===== config.mk =====
export PLATFORM = sky130hd
export DESIGN_NAME = hole_remap_xlate
export DESIGN_NICKNAME = d
export VERILOG_FILES = /design/src/rtl/hole_remap_pkg.sv /design/src/rtl/hole_remap_cfg.sv /design/src/rtl/hole_remap_calc.sv /design/src/rtl/hole_remap_stage.sv /design/src/rtl/hole_remap_xlate.sv
export SDC_FILE = /design/constraint.sdc
export NUM_CORES = 1
export LEC_CHECK = 0
export ABC_AREA = 1
export BUFFER_PORTS_ARGS = -buffer_cell sky130_fd_sc_hd__buf_2
export CAP_MARGIN = 10
export CORE_AREA = 2 2 194 196
export DETAILED_ROUTE_END_ITERATION = 7
export DIE_AREA = 0 0 196 198
export HOLD_SLACK_MARGIN = 0.1
export PLACE_DENSITY = 0.55
export SLEW_MARGIN = 20
export SYNTH_ARGS = -nofsm -noshare
export SYNTH_HDL_FRONTEND = slang
export SYNTH_HIERARCHICAL = 1
export SYNTH_SLANG_ARGS = --single-unit

===== constraint.sdc =====
create_clock -name clk -period 8.7 [get_ports clk]
set_input_delay 0.435 -clock clk [delete_from_list [all_inputs] [get_ports clk]]
set_output_delay 0.435 -clock clk [all_outputs]
set_load 0.05 [all_outputs]

===== src/rtl/hole_remap_pkg.sv =====
package hole_remap_pkg;

  // select codes of the setting write port
  typedef enum logic [1:0] {
    CFG_LOW_TOP = 2'd0,
    CFG_REMAP_BASE = 2'd1,
    CFG_REMAP_LIMIT = 2'd2,
    CFG_NONE = 2'd3
  } cfg_sel_e;

  // address region of a request
  typedef enum logic [1:0] {
    RGN_LOW = 2'd0,
    RGN_HIGH = 2'd1,
    RGN_REMAP = 2'd2
  } region_e;

endpackage


===== src/rtl/hole_remap_cfg.sv =====
module hole_remap_cfg #(
  parameter int REG_W    = 16,
  parameter int PAGE_W   = 32,
  parameter int LOW_SH   = 4,
  parameter int REMAP_SH = 14
) (
  input  logic              clk,
  input  logic              rst,
  input  logic              we,
  input  logic [1:0]        sel,
  input  logic [REG_W-1:0]  wdata,
  output logic [PAGE_W-1:0] low_pg,
  output logic [PAGE_W-1:0] base_pg,
  output logic [PAGE_W-1:0] limit_pg
);
  localparam int NREG = 3;

  logic [NREG*REG_W-1:0] regs_flat;

  for (genvar i = 0; i < NREG; i++) begin : g_reg
    logic [REG_W-1:0] q;
    always_ff @(posedge clk) begin
      if (rst) q <= '0;
      else if (we && (sel == 2'(i))) q <= wdata;
    end
    assign regs_flat[i*REG_W +: REG_W] = q;
  end

  assign low_pg   = PAGE_W'(regs_flat[0*REG_W +: REG_W]) << LOW_SH;
  assign base_pg  = PAGE_W'(regs_flat[1*REG_W +: REG_W]) << REMAP_SH;
  assign limit_pg = PAGE_W'(regs_flat[2*REG_W +: REG_W]) << REMAP_SH;

endmodule


===== src/rtl/hole_remap_calc.sv =====
module hole_remap_calc
  import hole_remap_pkg::*;
#(
  parameter int          PAGE_W = 32,
  parameter int unsigned HI_PG  = 32'h0010_0000
) (
  input  logic [PAGE_W-1:0] page,
  input  logic [PAGE_W-1:0] low_pg,
  input  logic [PAGE_W-1:0] base_pg,
  input  logic [PAGE_W-1:0] limit_pg,
  output logic [PAGE_W-1:0] res_page,
  output logic              res_err
);
  localparam int ACC_W = PAGE_W + 1;
  localparam logic [PAGE_W-1:0] HI = PAGE_W'(HI_PG);

  region_e          rgn;
  logic [ACC_W-1:0] sum;
  logic             over;

  always_comb begin
    if (page < low_pg)                    rgn = RGN_LOW;
    else if (page >= HI && page < base_pg) rgn = RGN_HIGH;
    else                                   rgn = RGN_REMAP;
  end

  // the carry bit keeps sums past the top of the page space out of range
  assign sum  = {1'b0, page} - {1'b0, low_pg} + {1'b0, base_pg};
  assign over = sum >= {1'b0, limit_pg};

  always_comb begin
    res_page = page;
    res_err  = 1'b0;
    case (rgn)
      RGN_LOW, RGN_HIGH: begin
        res_page = page;
        res_err  = 1'b0;
      end
      default: begin
        if (over) begin
          res_page = low_pg - PAGE_W'(1);
          res_err  = 1'b1;
        end else begin
          res_page = sum[PAGE_W-1:0];
          res_err  = 1'b0;
        end
      end
    endcase
  end

endmodule


===== src/rtl/hole_remap_stage.sv =====
module hole_remap_stage #(
  parameter int PAGE_W = 32
) (
  input  logic              clk,
  input  logic              rst,
  input  logic              in_vld,
  input  logic [PAGE_W-1:0] in_page,
  input  logic              in_err,
  output logic              q_vld,
  output logic [PAGE_W-1:0] q_page,
  output logic              q_err
);
  always_ff @(posedge clk) begin
    if (rst) begin
      q_vld  <= 1'b0;
      q_err  <= 1'b0;
      q_page <= '0;
    end else begin
      q_vld <= in_vld;
      q_err <= in_vld & in_err;
      if (in_vld) q_page <= in_page;
    end
  end
endmodule


===== src/rtl/hole_remap_xlate.sv =====
module hole_remap_xlate #(
  parameter int          REG_W    = 16,
  parameter int          PAGE_W   = 32,
  parameter int          LOW_SH   = 4,
  parameter int          REMAP_SH = 14,
  parameter int unsigned HI_PG    = 32'h0010_0000
) (
  input  logic              clk,
  input  logic              rst,
  input  logic              cfg_we,
  input  logic [1:0]        cfg_sel,
  input  logic [REG_W-1:0]  cfg_wdata,
  input  logic              in_valid,
  input  logic [PAGE_W-1:0] in_page,
  output logic              out_valid,
  output logic [PAGE_W-1:0] out_page,
  output logic              out_err
);
  logic [PAGE_W-1:0] low_pg, base_pg, limit_pg;
  logic [PAGE_W-1:0] res_page;
  logic              res_err;

  hole_remap_cfg #(
    .REG_W(REG_W), .PAGE_W(PAGE_W), .LOW_SH(LOW_SH), .REMAP_SH(REMAP_SH)
  ) cfg_i (
    .clk(clk), .rst(rst), .we(cfg_we), .sel(cfg_sel), .wdata(cfg_wdata),
    .low_pg(low_pg), .base_pg(base_pg), .limit_pg(limit_pg)
  );

  hole_remap_calc #(
    .PAGE_W(PAGE_W), .HI_PG(HI_PG)
  ) calc_i (
    .page(in_page), .low_pg(low_pg), .base_pg(base_pg), .limit_pg(limit_pg),
    .res_page(res_page), .res_err(res_err)
  );

  hole_remap_stage #(
    .PAGE_W(PAGE_W)
  ) stage_i (
    .clk(clk), .rst(rst), .in_vld(in_valid), .in_page(res_page),
    .in_err(res_err), .q_vld(out_valid), .q_page(out_page), .q_err(out_err)
  );

endmodule


==> metrics.txt, run 1 <==
# TYPE chip_impl_metric gauge
chip_impl_metric{name="final_net_count",unit=""} 2043
chip_impl_metric{name="fraction_of_registers_with_async_set_reset",unit="%"} 0
chip_impl_metric{name="grt_antenna_before_repair",unit=""} 4
chip_impl_metric{name="worst-path-max-fanout",unit=""} 32
chip_impl_info{name="layout.cells.most_common_list",value="430 x sky130_fd_sc_hd__nand2_1, 379 x sky130_fd_sc_hd__inv_1, 227 x sky130_fd_sc_hd__nor2_1"} 1
chip_impl_metric{name="power_per_cell_area",unit="nW/um2"} 165
chip_impl_metric{name="antenna_left",unit=""} 0
chip_impl_metric{name="start_util",unit="%"} 29.3
chip_impl_metric{name="die_h",unit="um"} 198
chip_impl_info{name="r2r-end",value="stage_i/q_page[8]$_SDFFE_PP0P_"} 1
chip_impl_info{name="timing.hold.worst.start",value="rst"} 1
chip_impl_metric{name="finish.instance_area",unit="um2"} 11700
chip_impl_metric{name="synth_enable_flop_cells",unit=""} 0
chip_impl_metric{name="achievable-frequency",unit="MHz"} 158
chip_impl_info{name="reg2reg_from",value="cfg_i/g_reg[0].q[4]$_SDFFE_PP0P_"} 1
chip_impl_metric{name="grt_use_total",unit="%"} 18.8
chip_impl_info{name="criticalPathCategory",value="flip-flop to flip-flop"} 1
chip_impl_info{name="critical_path.most_common_cell",value="sky130_fd_sc_hd__nand2_1"} 1
chip_impl_metric{name="cts-buffers-inserted",unit=""} 9
chip_impl_metric{name="grt_max_degree",unit=""} 67
chip_impl_metric{name="worst_slew_pin_slew",unit="ns"} 1.02
chip_impl_metric{name="htree_num_levels",unit=""} 3
chip_impl_metric{name="layout-drive-gt1-share",unit="%"} 7.85
chip_impl_metric{name="yosysUniqueCellTypes",unit=""} 49
chip_impl_info{name="layout.cells.most_common",value="sky130_fd_sc_hd__nand2_1"} 1
chip_impl_metric{name="max-vdd-ir-drop",unit="mV"} 0.0852
chip_impl_metric{name="slew_viol_final",unit=""} 0
chip_impl_metric{name="first_global_vias",unit=""} 10400
chip_impl_metric{name="worst-r2r-cell-count",unit=""} 32
chip_impl_metric{name="worst_setup_hold_path_clk_slew",unit="ns"} 0.07
chip_impl_info{name="worstHoldPathType",value="input pin to flip-flop"} 1
chip_impl_metric{name="warnings_from_yosys",unit=""} 6
chip_impl_metric{name="post-route-drc-count",unit=""} 0
chip_impl_metric{name="count_of_hold_buffers_inserted_by_post_cts_repair",unit=""} 0
chip_impl_metric{name="clock-sinks",unit=""} 82
chip_impl_info{name="rsz0062_at_grt",value="false"} 1
chip_impl_metric{name="maxSlewHeadroom",unit="%"} 31.9
chip_impl_metric{name="drtPass1Iterations",unit=""} 5
chip_impl_metric{name="clk_latency",unit="ns"} 0.36
chip_impl_metric{name="placed_area",unit="um2"} 11400
chip_impl_metric{name="portbufs",unit=""} 87
chip_impl_metric{name="post_cts_resized",unit=""} 0
chip_impl_metric{name="clock_skew",unit="ns"} 0.00939
chip_impl_metric{name="drt_wl_total",unit="um"} 35300
chip_impl_info{name="cts_tree",value="yes"} 1
chip_impl_metric{name="number_of_primary_i_o_pins",unit=""} 88
chip_impl_metric{name="maximum_capacitance_violations",unit=""} 0
chip_impl_info{name="critical_path.slowest_cell",value="sky130_fd_sc_hd__fa_1"} 1
chip_impl_metric{name="first_iter_violations",unit=""} 659
chip_impl_metric{name="post_route_clock_period_utilization",unit="%"} 72.7
chip_impl_metric{name="holdPathStages",unit=""} 2
chip_impl_metric{name="grt_pass1_wl",unit="um"} 56300
chip_impl_metric{name="cells_after_synth",unit=""} 1770
chip_impl_metric{name="die_area",unit="um2"} 38800
chip_impl_metric{name="worst_reg2reg_setup_slack",unit="ns"} 2.38
chip_impl_info{name="end_kind",value="flip-flop"} 1
chip_impl_metric{name="timing.final.crit_period",unit="ns"} 6.32
chip_impl_metric{name="globalRoute.totalOverflow",unit=""} 0
chip_impl_metric{name="lkg_pwr",unit="uW"} 0.00646
chip_impl_metric{name="hpwl",unit="um"} 29700
chip_impl_metric{name="finalWeightedCongestion",unit=""} 0.941
chip_impl_metric{name="tns",unit="ns"} 0
chip_impl_metric{name="crit_path_max_incr_delay",unit="ns"} 0.60
chip_impl_metric{name="synth-seq-area-share",unit="%"} 15.1
chip_impl_metric{name="area.growth.synth_to_final",unit="%"} 8.25
chip_impl_metric{name="detailroute.via_count",unit=""} 10500
chip_impl_metric{name="synth.cell_area",unit="um2"} 10800
chip_impl_metric{name="core_region_area",unit="um2"} 37000
chip_impl_metric{name="syn-mean-instance-area",unit="um2"} 6.12
chip_impl_metric{name="setup_violations",unit=""} 0
chip_impl_metric{name="die_w",unit="um"} 196
chip_impl_info{name="worst_hold_path.endpoint",value="stage_i/q_vld$_SDFF_PP0_"} 1
chip_impl_metric{name="crit_required",unit="ns"} 8.94
chip_impl_metric{name="avgRoutedWirePerCell",unit="um"} 15.3
chip_impl_metric{name="fill_cells",unit=""} 4229
chip_impl_info{name="postSynth.topFlopCell",value="sky130_fd_sc_hd__dfxtp_1"} 1
chip_impl_metric{name="placementRows",unit=""} 71
chip_impl_info{name="cts-root-buf",value="sky130_fd_sc_hd__clkbuf_16"} 1
chip_impl_metric{name="clock_path_buffers",unit=""} 2
chip_impl_info{name="status",value="complete, no violations"} 1
chip_impl_metric{name="cts_post_setup_buffers_inserted",unit=""} 0
chip_impl_info{name="timing.critical_path.from_type",value="flip-flop"} 1
chip_impl_metric{name="timing.critical_path.arrival",unit="ns"} 6.57
chip_impl_metric{name="route.detailed.vias_per_inst",unit=""} 4.54
chip_impl_metric{name="synth.ff_latch_count",unit=""} 82
chip_impl_metric{name="final-hold-violation-count",unit=""} 0
-- how the worst max path moves through the flow --
stage / from / endpoint / slack (ns)
floorplan: in_page[11] / stage_i/q_page[23]$_SDFFE_PP0P_ / 4.52
detailed placement: in_page[11] / stage_i/q_page[8]$_SDFFE_PP0P_ / 2.47
global route: cfg_i/g_reg[0].q[7]$_SDFFE_PP0P_ / stage_i/q_page[8]$_SDFFE_PP0P_ / 1.98
finish: cfg_i/g_reg[0].q[4]$_SDFFE_PP0P_ / stage_i/q_page[8]$_SDFFE_PP0P_ / 2.38
global placement: in_page[11] / stage_i/q_page[11]$_SDFFE_PP0P_ / 2.51
CTS: cfg_i/g_reg[0].q[4]$_SDFFE_PP0P_ / stage_i/q_page[8]$_SDFFE_PP0P_ / 2.48
-- critical path, delay by kind of cell, from the launching register on --
family	cells	cell delay, ns
flip-flops	1	0.49
AO/OA/AOI/OAI	2	0.72
adder cells (fa/ha/maj)	3	1.27
buffers and inverters	5	0.71
XOR/XNOR	1	0.39
AND/OR/NAND/NOR	21	2.62
-- cells in the mapped netlist (30+ instances only) --
master	count	area share [%]
sky130_fd_sc_hd__dfxtp_1	82	15
sky130_fd_sc_hd__o21ai_0	30	1.4
sky130_fd_sc_hd__nand3_1	113	5.2
sky130_fd_sc_hd__xor2_1	47	3.8
sky130_fd_sc_hd__fa_1	32	5.9
sky130_fd_sc_hd__ha_1	128	15
sky130_fd_sc_hd__a21oi_1	95	4.4
sky130_fd_sc_hd__nor2_1	227	7.9
sky130_fd_sc_hd__inv_1	379	13
sky130_fd_sc_hd__nand2_1	430	15
sky130_fd_sc_hd__buf_4	58	4.0
-- cell families after synthesis --
kind of cell	count (synthesis)	synth area share (%)
simple gates	847	33.1
buf+inv	476	19.2
fa+ha+maj	160	20.7
compound gates	154	7.79
flops	82	15.1
xor+xnor	50	4.04
other cells	1	0.0346
-- area by class of cell --
class	count	area, um2	area share [%]
Timing Repair Buffer	92	475	4.05
Sequential cell	82	1640	14.0
Multi-Input combinational cell	1259	7290	62.1
Antenna cell	1	2.50	0.0213
Inverter	385	1450	12.3
Tap cell	474	593	5.05
Clock buffer	10	239	2.04
Clock inverter	6	48.8	0.416
-- per-layer routing --
metal	vias up	global-route usage (%)	wire length, um
li1	5445	-	-
met1	4700	25.5	17100
met2	290	30.6	15400
met3	43	3.76	2040
met4	6	4.43	675
met5	-	0	25
-- power breakdown --
part | internal, uW | switching (uW) | leakage [uW]
combinational | 360 | 780 | 0.00565
sequential | 401 | 24.7 | 0.000675
clock | 205 | 169 | 0.000137
total | 966 | 974 | 0.00646
-- through the flow --
stage	utilization [%]	hold WS, ns	power, uW	std cells	setup slack, ns
floorplan	-	0.489	1270	1817	4.52
global placement	31.0	0.452	1560	2292	2.51
detailed placement	31.0	0.460	1560	2292	2.47
CTS	31.7	0.282	1950	2308	2.48
global route	31.8	0.304	2120	2309	1.98
finish	31.8	0.295	1940	2309	2.38
-- registers in the layout, summed over array words and instances (netlist names) --
signal / cells
stage_i/q_err: 1
cfg_i/g.q: 48
stage_i/q_vld: 1
stage_i/q_page: 32
Power figures use the tool's default switching activity.
==> run 2, diff against run 1 <==
--- a/config.mk
+++ b/config.mk
@@ -5,14 +5,14 @@
 export SDC_FILE = /design/constraint.sdc
 export NUM_CORES = 1
 export LEC_CHECK = 0
-export ABC_AREA = 1
+export ABC_AREA = 0
 export BUFFER_PORTS_ARGS = -buffer_cell sky130_fd_sc_hd__buf_2
 export CAP_MARGIN = 10
-export CORE_AREA = 2 2 194 196
+export CORE_AREA = 2 2 186 188
 export DETAILED_ROUTE_END_ITERATION = 7
-export DIE_AREA = 0 0 196 198
+export DIE_AREA = 0 0 188 190
 export HOLD_SLACK_MARGIN = 0.1
-export PLACE_DENSITY = 0.55
+export PLACE_DENSITY = 0.56
 export SLEW_MARGIN = 20
 export SYNTH_ARGS = -nofsm -noshare
 export SYNTH_HDL_FRONTEND = slang
==> constraint.sdc (replaced) <==
create_clock -name clk -period 5.9 [get_ports clk]
set_input_delay 0.295 -clock clk [delete_from_list [all_inputs] [get_ports clk]]
set_output_delay 0.295 -clock clk [all_outputs]
set_load 0.05 [all_outputs]
==> run 2 against run 1 <==
Die area decreased by 8.0%. First-iteration DRC count fell by 12%. Setup slack worse by 2.0 ns. Global-route usage is 0.83 points lower. Power increased by 40%.
==> metrics.txt, run 2 <==
# TYPE chip_impl_metric gauge
chip_impl_info{name="cts_tree",value="yes"} 1
chip_impl_metric{name="yosysUniqueCellTypes",unit=""} 75
chip_impl_info{name="layout.cells.most_common",value="sky130_fd_sc_hd__inv_1"} 1
chip_impl_metric{name="die_area",unit="um2"} 35700
chip_impl_metric{name="placementRows",unit=""} 68
chip_impl_metric{name="grt_antenna_before_repair",unit=""} 0
chip_impl_metric{name="die_h",unit="um"} 190
chip_impl_metric{name="die_w",unit="um"} 188
chip_impl_info{name="timing.critical_path.from_type",value="flip-flop"} 1
chip_impl_metric{name="smallest_hold_slack",unit="ns"} 0.289
chip_impl_metric{name="first_iter_violations",unit=""} 582
chip_impl_info{name="criticalPathCategory",value="flip-flop to flip-flop"} 1
chip_impl_metric{name="clock-sinks",unit=""} 82
chip_impl_metric{name="route.detailed.vias_per_inst",unit=""} 4.88
chip_impl_metric{name="start_util",unit="%"} 29.5
chip_impl_metric{name="post-route-drc-count",unit=""} 0
chip_impl_info{name="synth.top_cells.by_area",value="sky130_fd_sc_hd__dfxtp_1 16%, sky130_fd_sc_hd__ha_1 16%, sky130_fd_sc_hd__mux2i_1 8.0%, sky130_fd_sc_hd__inv_1 7.4%, sky130_fd_sc_hd__fa_1 6.4%"} 1
chip_impl_metric{name="achievable-frequency",unit="MHz"} 180
chip_impl_metric{name="first_global_vias",unit=""} 8675
chip_impl_info{name="postSynth.topFlopCell",value="sky130_fd_sc_hd__dfxtp_1"} 1
chip_impl_metric{name="fin_ws",unit="ns"} 0.347
chip_impl_info{name="rsz0062_at_grt",value="false"} 1
chip_impl_metric{name="area.growth.synth_to_final",unit="%"} 15.0
chip_impl_metric{name="portbufs",unit=""} 87
chip_impl_metric{name="synth_enable_flop_cells",unit=""} 0
chip_impl_info{name="worstHoldPathType",value="input pin to flip-flop"} 1
chip_impl_metric{name="synth.cell_area",unit="um2"} 10000
chip_impl_info{name="synth_top_area_cell",value="sky130_fd_sc_hd__dfxtp_1"} 1
chip_impl_metric{name="drt_wl_total",unit="um"} 32300
chip_impl_info{name="status",value="complete, no violations"} 1
chip_impl_metric{name="clock_path_buffers",unit=""} 2
chip_impl_metric{name="maxSlewHeadroom",unit="%"} 25.9
chip_impl_info{name="critical_path.slowest_cell",value="sky130_fd_sc_hd__fa_1"} 1
chip_impl_metric{name="timing.final.crit_period",unit="ns"} 5.55
chip_impl_info{name="reg2reg_from",value="cfg_i/g_reg[0].q[2]$_SDFFE_PP0P_"} 1
chip_impl_metric{name="power_per_cell_area",unit="nW/um2"} 235
chip_impl_metric{name="timing.critical_path.arrival",unit="ns"} 5.75
chip_impl_metric{name="grt_pass1_wl",unit="um"} 49400
chip_impl_info{name="cts-root-buf",value="sky130_fd_sc_hd__clkbuf_16"} 1
chip_impl_metric{name="avgRoutedWirePerCell",unit="um"} 17.7
chip_impl_info{name="max_flop_register",value="cfg_i/g.q"} 1
chip_impl_metric{name="num_antenna_cells",unit=""} 0
chip_impl_metric{name="synth.ff_latch_count",unit=""} 82
chip_impl_metric{name="largest_reg_flops",unit=""} 48
chip_impl_metric{name="crit_path_max_incr_delay",unit="ns"} 0.53
chip_impl_metric{name="drtPass1Iterations",unit=""} 5
chip_impl_metric{name="syn-mean-instance-area",unit="um2"} 8.12
chip_impl_metric{name="placedCellCount",unit=""} 1811
chip_impl_metric{name="htree_num_levels",unit=""} 3
chip_impl_metric{name="finalCoreUtilization",unit="%"} 34.0
chip_impl_metric{name="layout-drive-gt1-share",unit="%"} 15.3
chip_impl_metric{name="cells_after_synth",unit=""} 1234
chip_impl_metric{name="dpl_worst_slack",unit="ns"} -0.0312
chip_impl_metric{name="final_net_count",unit=""} 1581
chip_impl_info{name="critical_path.cell_chain",value="fa_1 > inv_1 > ha_1 > buf_4 > o21a_1 > o21a_1 > a31oi_4 > o211a_1 > nor4_1 > or4_1 > and2_1 > ha_1 > a21oi_1 > nor2_1 > a2111oi_1 > o21bai_1 > a21oi_1 > o21ai_2 > buf_4 > a2111oi_2 > o31ai_1 > mux2i_1 > nor2_1"} 1
chip_impl_metric{name="crit_required",unit="ns"} 6.10
chip_impl_metric{name="post_route_clock_period_utilization",unit="%"} 94.1
chip_impl_metric{name="fraction_of_registers_with_async_set_reset",unit="%"} 0
chip_impl_metric{name="worst-r2r-cell-count",unit=""} 23
chip_impl_metric{name="max-vdd-ir-drop",unit="mV"} 0.184
chip_impl_metric{name="clock_skew",unit="ns"} 0.0158
chip_impl_info{name="layout.cells.most_common_list",value="197 x sky130_fd_sc_hd__inv_1, 128 x sky130_fd_sc_hd__ha_1, 87 x sky130_fd_sc_hd__buf_2"} 1
chip_impl_metric{name="final-instance-count-excl-fill",unit=""} 1827
chip_impl_metric{name="final-hold-violation-count",unit=""} 0
chip_impl_info{name="worst_setup_path_endpoint",value="stage_i/q_page[26]$_SDFFE_PP0P_"} 1
chip_impl_metric{name="hpwl",unit="um"} 26400
chip_impl_metric{name="worst_slew_pin_slew",unit="ns"} 1.11
chip_impl_metric{name="core_region_area",unit="um2"} 33900
chip_impl_metric{name="grt_max_degree",unit=""} 90
chip_impl_metric{name="finalWeightedCongestion",unit=""} 0.876
chip_impl_metric{name="globalRoute.totalOverflow",unit=""} 0
chip_impl_metric{name="warnings_from_yosys",unit=""} 6
chip_impl_metric{name="lkg_pwr",unit="uW"} 0.00533
chip_impl_metric{name="slew_viol_final",unit=""} 0
chip_impl_info{name="cp-startpoint",value="cfg_i/g_reg[0].q[2]$_SDFFE_PP0P_"} 1
chip_impl_info{name="synth_most_common_cell",value="sky130_fd_sc_hd__inv_1"} 1
chip_impl_metric{name="synth_top_cell_area_share",unit="%"} 16.4
chip_impl_info{name="end_kind",value="flip-flop"} 1
chip_impl_metric{name="antenna_left",unit=""} 0
chip_impl_metric{name="worst_reg2reg_setup_slack",unit="ns"} 0.35
chip_impl_info{name="reg_top3",value="cfg_i/g.q (48), stage_i/q_page (32)"} 1
chip_impl_metric{name="grt_use_total",unit="%"} 18.0
chip_impl_metric{name="cts_post_setup_buffers_inserted",unit=""} 0
chip_impl_info{name="r2r-end",value="stage_i/q_page[26]$_SDFFE_PP0P_"} 1
chip_impl_metric{name="number_of_primary_i_o_pins",unit=""} 88
chip_impl_metric{name="detailroute.via_count",unit=""} 8922
chip_impl_metric{name="cts-buffers-inserted",unit=""} 9
chip_impl_metric{name="clk_latency",unit="ns"} 0.36
chip_impl_metric{name="worst-path-max-fanout",unit=""} 25
chip_impl_metric{name="worst_setup_hold_path_clk_slew",unit="ns"} 0.08
chip_impl_metric{name="fill_cells",unit=""} 3569
chip_impl_info{name="netlist_top_cells_count",value="197 x sky130_fd_sc_hd__inv_1, 128 x sky130_fd_sc_hd__ha_1, 82 x sky130_fd_sc_hd__dfxtp_1"} 1
chip_impl_metric{name="synth-seq-area-share",unit="%"} 16.4
chip_impl_metric{name="maximum_capacitance_violations",unit=""} 0
chip_impl_metric{name="setup_violations",unit=""} 0
-- run 2: cell count changes in the layout (fill, tap and decap cells not counted), moves of 12 or more --
| cell | before | now |
|---|---|---|
| sky130_fd_sc_hd__buf_4 | 6 | 79 |
| sky130_fd_sc_hd__nand2b_1 | 0 | 68 |
| sky130_fd_sc_hd__nor2_1 | 227 | 72 |
| sky130_fd_sc_hd__o311ai_1 | 0 | 22 |
| sky130_fd_sc_hd__o221ai_1 | 0 | 22 |
| sky130_fd_sc_hd__inv_1 | 379 | 197 |
| sky130_fd_sc_hd__xor2_1 | 47 | 15 |
| sky130_fd_sc_hd__a21oi_1 | 95 | 55 |
| sky130_fd_sc_hd__nand2_1 | 430 | 67 |
| sky130_fd_sc_hd__mux2i_1 | 0 | 80 |
| sky130_fd_sc_hd__o211ai_1 | 2 | 14 |
| sky130_fd_sc_hd__xnor2_1 | 3 | 41 |
| sky130_fd_sc_hd__nand3_1 | 113 | 17 |
| sky130_fd_sc_hd__a21o_1 | 3 | 28 |
-- run 2: critical path, delay by kind of cell, from the launching register on --
family	cells	cell delay [ns]
DFF	1	0.33
and+or+nand+nor	5	0.88
adders and majority gates	3	1.17
muxes	1	0.16
AOI/OAI and AO/OA	11	2.36
buffers and inverters	3	0.46
-- run 2: final cells by class --
class                      count  area, um2  share of cell area (%)
clock buffer                   9        225                    1.95
clock inverter                 7       80.1                   0.695
inverter                     197        739                    6.42
multi-input combinational    910       7220                    62.7
sequential                    82       1640                    14.2
tap                          455        569                    4.94
timing repair buffer         167       1050                    9.10
-- run 2: routing by layer --
layer  GRT usage [%]  wire (um)  vias to the layer above
met4            4.09        495                        0
met5               0          0                        -
met3            3.03       1850                       28
li1                -          -                     4468
met2            28.6      14200                      234
met1            25.3      15900                     4192
-- run 2: cell families after synthesis --
logic type / Yosys count / share of synthesized area (%)
other cells: 1 / 0.0374
mux: 80 / 7.99
xor+xnor: 56 / 4.90
fa+ha+maj: 160 / 22.4
buf+inv: 289 / 13.6
compound gates: 248 / 17.9
simple gates: 318 / 16.7
flops: 82 / 16.4
-- run 2: how the worst min path moves through the flow --
stage,from,end,depth (start not counted)
2_1_floorplan,cfg_i/g_reg[1].q[10]$_SDFFE_PP0P_,cfg_i/g_reg[1].q[10]$_SDFFE_PP0P_,2
3_3_place_gp,cfg_i/g_reg[1].q[10]$_SDFFE_PP0P_,cfg_i/g_reg[1].q[10]$_SDFFE_PP0P_,2
3_5_place_dp,cfg_i/g_reg[1].q[11]$_SDFFE_PP0P_,cfg_i/g_reg[1].q[11]$_SDFFE_PP0P_,2
4_1_cts,rst,cfg_i/g_reg[1].q[10]$_SDFFE_PP0P_,3
5_1_grt,rst,cfg_i/g_reg[1].q[10]$_SDFFE_PP0P_,3
6_report,rst,cfg_i/g_reg[1].q[10]$_SDFFE_PP0P_,3
-- run 2: report_power, final --
| group | internal (uW) | switching, uW |
|---|---|---|
| clock | 336 | 284 |
| combinational | 574 | 913 |
| sequential | 586 | 18.8 |
-- run 2: through the flow --
stage          instance area, um2  power (uW)  TNS [ns]
2_1_floorplan               10200        1600         0
3_3_place_gp                11200        2060   -0.0193
3_5_place_dp                11200        2070   -0.0312
4_1_cts                     11500        2700         0
5_1_grt                     11500        2900         0
6_report                    11500        2710         0
-- run 2: repair_timing --
item / 4_1_cts / 5_1_grt
endpoints found under the hold margin: 0 / 0
hold buffers: 0 / 0
gates resized for setup: 0 / 6
setup endpoints to repair: 0 / 2
==> run 3, diff against run 2 <==
--- a/config.mk
+++ b/config.mk
@@ -12,7 +12,7 @@
 export DETAILED_ROUTE_END_ITERATION = 7
 export DIE_AREA = 0 0 188 190
 export HOLD_SLACK_MARGIN = 0.1
-export PLACE_DENSITY = 0.56
+export PLACE_DENSITY = 0.45
 export SLEW_MARGIN = 20
 export SYNTH_ARGS = -nofsm -noshare
 export SYNTH_HDL_FRONTEND = slang
==> run 3 against run 2 <==
Core utilization is 0.98 points lower. Power down 3.2%. Final cell count is 2.4% lower. Clock skew is 0.0033 ns higher. Count of clock-buffer cells in the layout increased by 1. Largest power group unchanged. Global-route usage increased by 0.74 points. Sequential share of layout area grew 0.42 points. Largest cell class unchanged. Wire length grew 2.8%. Die area unchanged.
==> metrics.txt, run 3 (synthesis results as in run 2) <==
# TYPE chip_impl_metric gauge
chip_impl_metric{name="cts-buffers-inserted",unit=""} 9
chip_impl_metric{name="sw_frac_of_total",unit="%"} 45.0
chip_impl_metric{name="core_region_area",unit="um2"} 33900
chip_impl_info{name="status",value="complete, no violations"} 1
chip_impl_metric{name="grt_max_degree",unit=""} 77
chip_impl_metric{name="int_power",unit="uW"} 1440
chip_impl_metric{name="regArea",unit="um2"} 1640
chip_impl_metric{name="post-route-drc-count",unit=""} 0
chip_impl_metric{name="count_of_hold_buffers_inserted_by_post_cts_repair",unit=""} 0
chip_impl_metric{name="globalRoute.totalOverflow",unit=""} 0
chip_impl_metric{name="switchingPower",unit="uW"} 1180
chip_impl_info{name="end_kind",value="flip-flop"} 1
chip_impl_metric{name="power_per_cell_area",unit="nW/um2"} 235
chip_impl_metric{name="fin_ws",unit="ns"} 0.337
chip_impl_metric{name="clock_skew",unit="ns"} 0.0191
chip_impl_metric{name="grt_pass1_wl",unit="um"} 50600
chip_impl_metric{name="number_of_primary_i_o_pins",unit=""} 88
chip_impl_metric{name="area.growth.synth_to_final",unit="%"} 11.7
chip_impl_metric{name="worst_slew_pin_slew",unit="ns"} 0.951
chip_impl_metric{name="crit_required",unit="ns"} 6.12
chip_impl_metric{name="crit_path_max_incr_delay",unit="ns"} 0.54
chip_impl_info{name="timing.hold.worst.start",value="cfg_wdata[12]"} 1
chip_impl_metric{name="finish.instance_area",unit="um2"} 11200
chip_impl_metric{name="tns",unit="ns"} 0
chip_impl_info{name="rsz0062_at_grt",value="false"} 1
chip_impl_metric{name="slew_viol_final",unit=""} 0
chip_impl_metric{name="placedCellCount",unit=""} 1767
chip_impl_info{name="layout.cells.most_common",value="sky130_fd_sc_hd__inv_1"} 1
chip_impl_metric{name="placed_area",unit="um2"} 10900
chip_impl_metric{name="timing.final.crit_period",unit="ns"} 5.56
chip_impl_metric{name="htree_num_levels",unit=""} 3
chip_impl_metric{name="hpwl",unit="um"} 27700
chip_impl_metric{name="antenna_left",unit=""} 0
chip_impl_metric{name="pwr-share-clk",unit="%"} 22.5
chip_impl_info{name="cp-startpoint",value="cfg_i/g_reg[0].q[0]$_SDFFE_PP0P_"} 1
chip_impl_metric{name="largest_reg_flops",unit=""} 48
chip_impl_metric{name="setup_violations",unit=""} 0
chip_impl_metric{name="die_h",unit="um"} 190
chip_impl_metric{name="worst_setup_hold_path_clk_slew",unit="ns"} 0.07
chip_impl_metric{name="final-instance-count-excl-fill",unit=""} 1784
chip_impl_info{name="criticalPathCategory",value="flip-flop to flip-flop"} 1
chip_impl_info{name="worstHoldPathType",value="input pin to flip-flop"} 1
chip_impl_info{name="critical_path.slowest_cell",value="sky130_fd_sc_hd__fa_1"} 1
chip_impl_metric{name="final-hold-violation-count",unit=""} 0
chip_impl_metric{name="maxSlewHeadroom",unit="%"} 34.9
chip_impl_metric{name="power_frac_seq",unit="%"} 23.2
chip_impl_info{name="critical_path.cell_chain",value="fa_1 > inv_1 > ha_1 > o211ai_1 > o211ai_2 > a31oi_4 > buf_4 > o21a_1 > nor4_1 > or2_2 > xor2_1 > ha_1 > nand2_1 > nor2_1 > a2111oi_1 > o21bai_1 > a21oi_1 > o21ai_4 > buf_4 > a2111oi_1 > o31ai_1 > mux2i_1 > nor2_1"} 1
chip_impl_info{name="reg2reg_from",value="cfg_i/g_reg[0].q[0]$_SDFFE_PP0P_"} 1
chip_impl_metric{name="grt_antenna_before_repair",unit=""} 0
chip_impl_metric{name="timing.critical_path.arrival",unit="ns"} 5.79
chip_impl_metric{name="num_antenna_cells",unit=""} 0
chip_impl_info{name="timing.critical_path.from_type",value="flip-flop"} 1
chip_impl_metric{name="multi_input_comb_area",unit="um2"} 7220
chip_impl_metric{name="fill_cells",unit=""} 3659
chip_impl_metric{name="maximum_capacitance_violations",unit=""} 0
chip_impl_metric{name="detailroute.via_count",unit=""} 8733
chip_impl_info{name="reg_top3",value="cfg_i/g.q (48), stage_i/q_page (32)"} 1
chip_impl_info{name="worst_path_dominant_cell_family",value="compound AO/OA/AOI/OAI gates"} 1
chip_impl_metric{name="avgRoutedWirePerCell",unit="um"} 18.6
chip_impl_metric{name="first_iter_violations",unit=""} 446
chip_impl_metric{name="dpl_worst_slack",unit="ns"} 0.108
chip_impl_metric{name="grt_use_total",unit="%"} 18.7
chip_impl_metric{name="max-vdd-ir-drop",unit="mV"} 0.182
chip_impl_metric{name="post_cts_resized",unit=""} 0
chip_impl_info{name="layout.cells.most_common_list",value="197 x sky130_fd_sc_hd__inv_1, 128 x sky130_fd_sc_hd__ha_1, 86 x sky130_fd_sc_hd__buf_2"} 1
chip_impl_metric{name="start_util",unit="%"} 29.5
chip_impl_metric{name="drt_wl_total",unit="um"} 33300
chip_impl_metric{name="cts_post_setup_buffers_inserted",unit=""} 0
chip_impl_metric{name="layout-drive-gt1-share",unit="%"} 12.4
chip_impl_metric{name="final_net_count",unit=""} 1538
chip_impl_metric{name="die_w",unit="um"} 188
chip_impl_metric{name="worst-path-max-fanout",unit=""} 8
chip_impl_metric{name="route.detailed.vias_per_inst",unit=""} 4.90
chip_impl_metric{name="lkg_pwr",unit="uW"} 0.00511
chip_impl_metric{name="clk_latency",unit="ns"} 0.37
chip_impl_metric{name="finalWeightedCongestion",unit=""} 0.861
chip_impl_metric{name="clock_path_buffers",unit=""} 2
chip_impl_info{name="max_flop_register",value="cfg_i/g.q"} 1
chip_impl_metric{name="die_area",unit="um2"} 35700
chip_impl_metric{name="achievable-frequency",unit="MHz"} 180
chip_impl_metric{name="placementRows",unit=""} 68
chip_impl_info{name="cts_tree",value="yes"} 1
chip_impl_metric{name="comb_power_share",unit="%"} 54.3
chip_impl_metric{name="clock-sinks",unit=""} 82
chip_impl_metric{name="portbufs",unit=""} 87
chip_impl_metric{name="post_route_clock_period_utilization",unit="%"} 94.3
chip_impl_metric{name="first_global_vias",unit=""} 8382
chip_impl_info{name="cts-root-buf",value="sky130_fd_sc_hd__clkbuf_16"} 1
chip_impl_metric{name="path_buf_inv",unit=""} 3
chip_impl_metric{name="drtPass1Iterations",unit=""} 7
==> run 3: power groups by stage <==
stage	Sequential [uW]	Clock [uW]	Combinational, uW
floorplan	690	0	913
global placement	622	0	1390
detailed placement	622	0	1390
CTS	610	612	1400
global route	614	631	1580
finish	609	592	1420
==> run 3: final cells by class <==
type                       count  share of cell area [%]
sequential                    82                    14.7
multi-input combinational    910                    64.5
inverter                     197                    6.61
clock buffer                  10                    2.05
clock inverter                 6                   0.592
timing repair buffer         124                    6.46
tap                          455                    5.09
==> run 3: layer usage <==
metal / share of wire (%) / GRT usage, % / wire length [um]
met5: 0 / 0 / 0
met4: 1.2 / 3.79 / 396
met3: 4.6 / 3.08 / 1540
met2: 43 / 28.8 / 14300
met1: 51 / 27.3 / 17000
==> run 3: final timing paths <==
check | endpoint | cells past startpoint | slack, ns
setup reg to reg | stage_i/q_page[26]$_SDFFE_PP0P_ | 23 | 0.34
setup / recovery | stage_i/q_page[26]$_SDFFE_PP0P_ | 23 | 0.34
hold / removal | cfg_i/g_reg[2].q[12]$_SDFFE_PP0P_ | 3 | 0.31
hold reg to reg | cfg_i/g_reg[1].q[2]$_SDFFE_PP0P_ | 2 | 0.48
==> run 3: stage by stage <==
stage	power (uW)	hold WS (ns)	util, %
CTS	2620	0.310	32.9
global route	2820	0.328	33.0
detailed placement	2020	0.461	32.0
finish	2630	0.312	33.0
floorplan	1600	0.449	-
global placement	2020	0.463	32.0
==> run 3: worst reg2reg max path: stages, from the launching register on <==
cell	delay, ns
sky130_fd_sc_hd__dfxtp_1	0.36
sky130_fd_sc_hd__fa_1	0.54
sky130_fd_sc_hd__inv_1	0.04
sky130_fd_sc_hd__ha_1	0.34
sky130_fd_sc_hd__o211ai_1	0.14
sky130_fd_sc_hd__o211ai_2	0.29
sky130_fd_sc_hd__a31oi_4	0.13
sky130_fd_sc_hd__buf_4	0.17
sky130_fd_sc_hd__o21a_1	0.21
sky130_fd_sc_hd__nor4_1	0.30
sky130_fd_sc_hd__or2_2	0.17
sky130_fd_sc_hd__xor2_1	0.24
sky130_fd_sc_hd__ha_1	0.31
sky130_fd_sc_hd__nand2_1	0.08
sky130_fd_sc_hd__nor2_1	0.04
sky130_fd_sc_hd__a2111oi_1	0.37
sky130_fd_sc_hd__o21bai_1	0.12
sky130_fd_sc_hd__a21oi_1	0.30
sky130_fd_sc_hd__o21ai_4	0.17
sky130_fd_sc_hd__buf_4	0.19
sky130_fd_sc_hd__a2111oi_1	0.53
sky130_fd_sc_hd__o31ai_1	0.16
sky130_fd_sc_hd__mux2i_1	0.17
sky130_fd_sc_hd__nor2_1	0.05
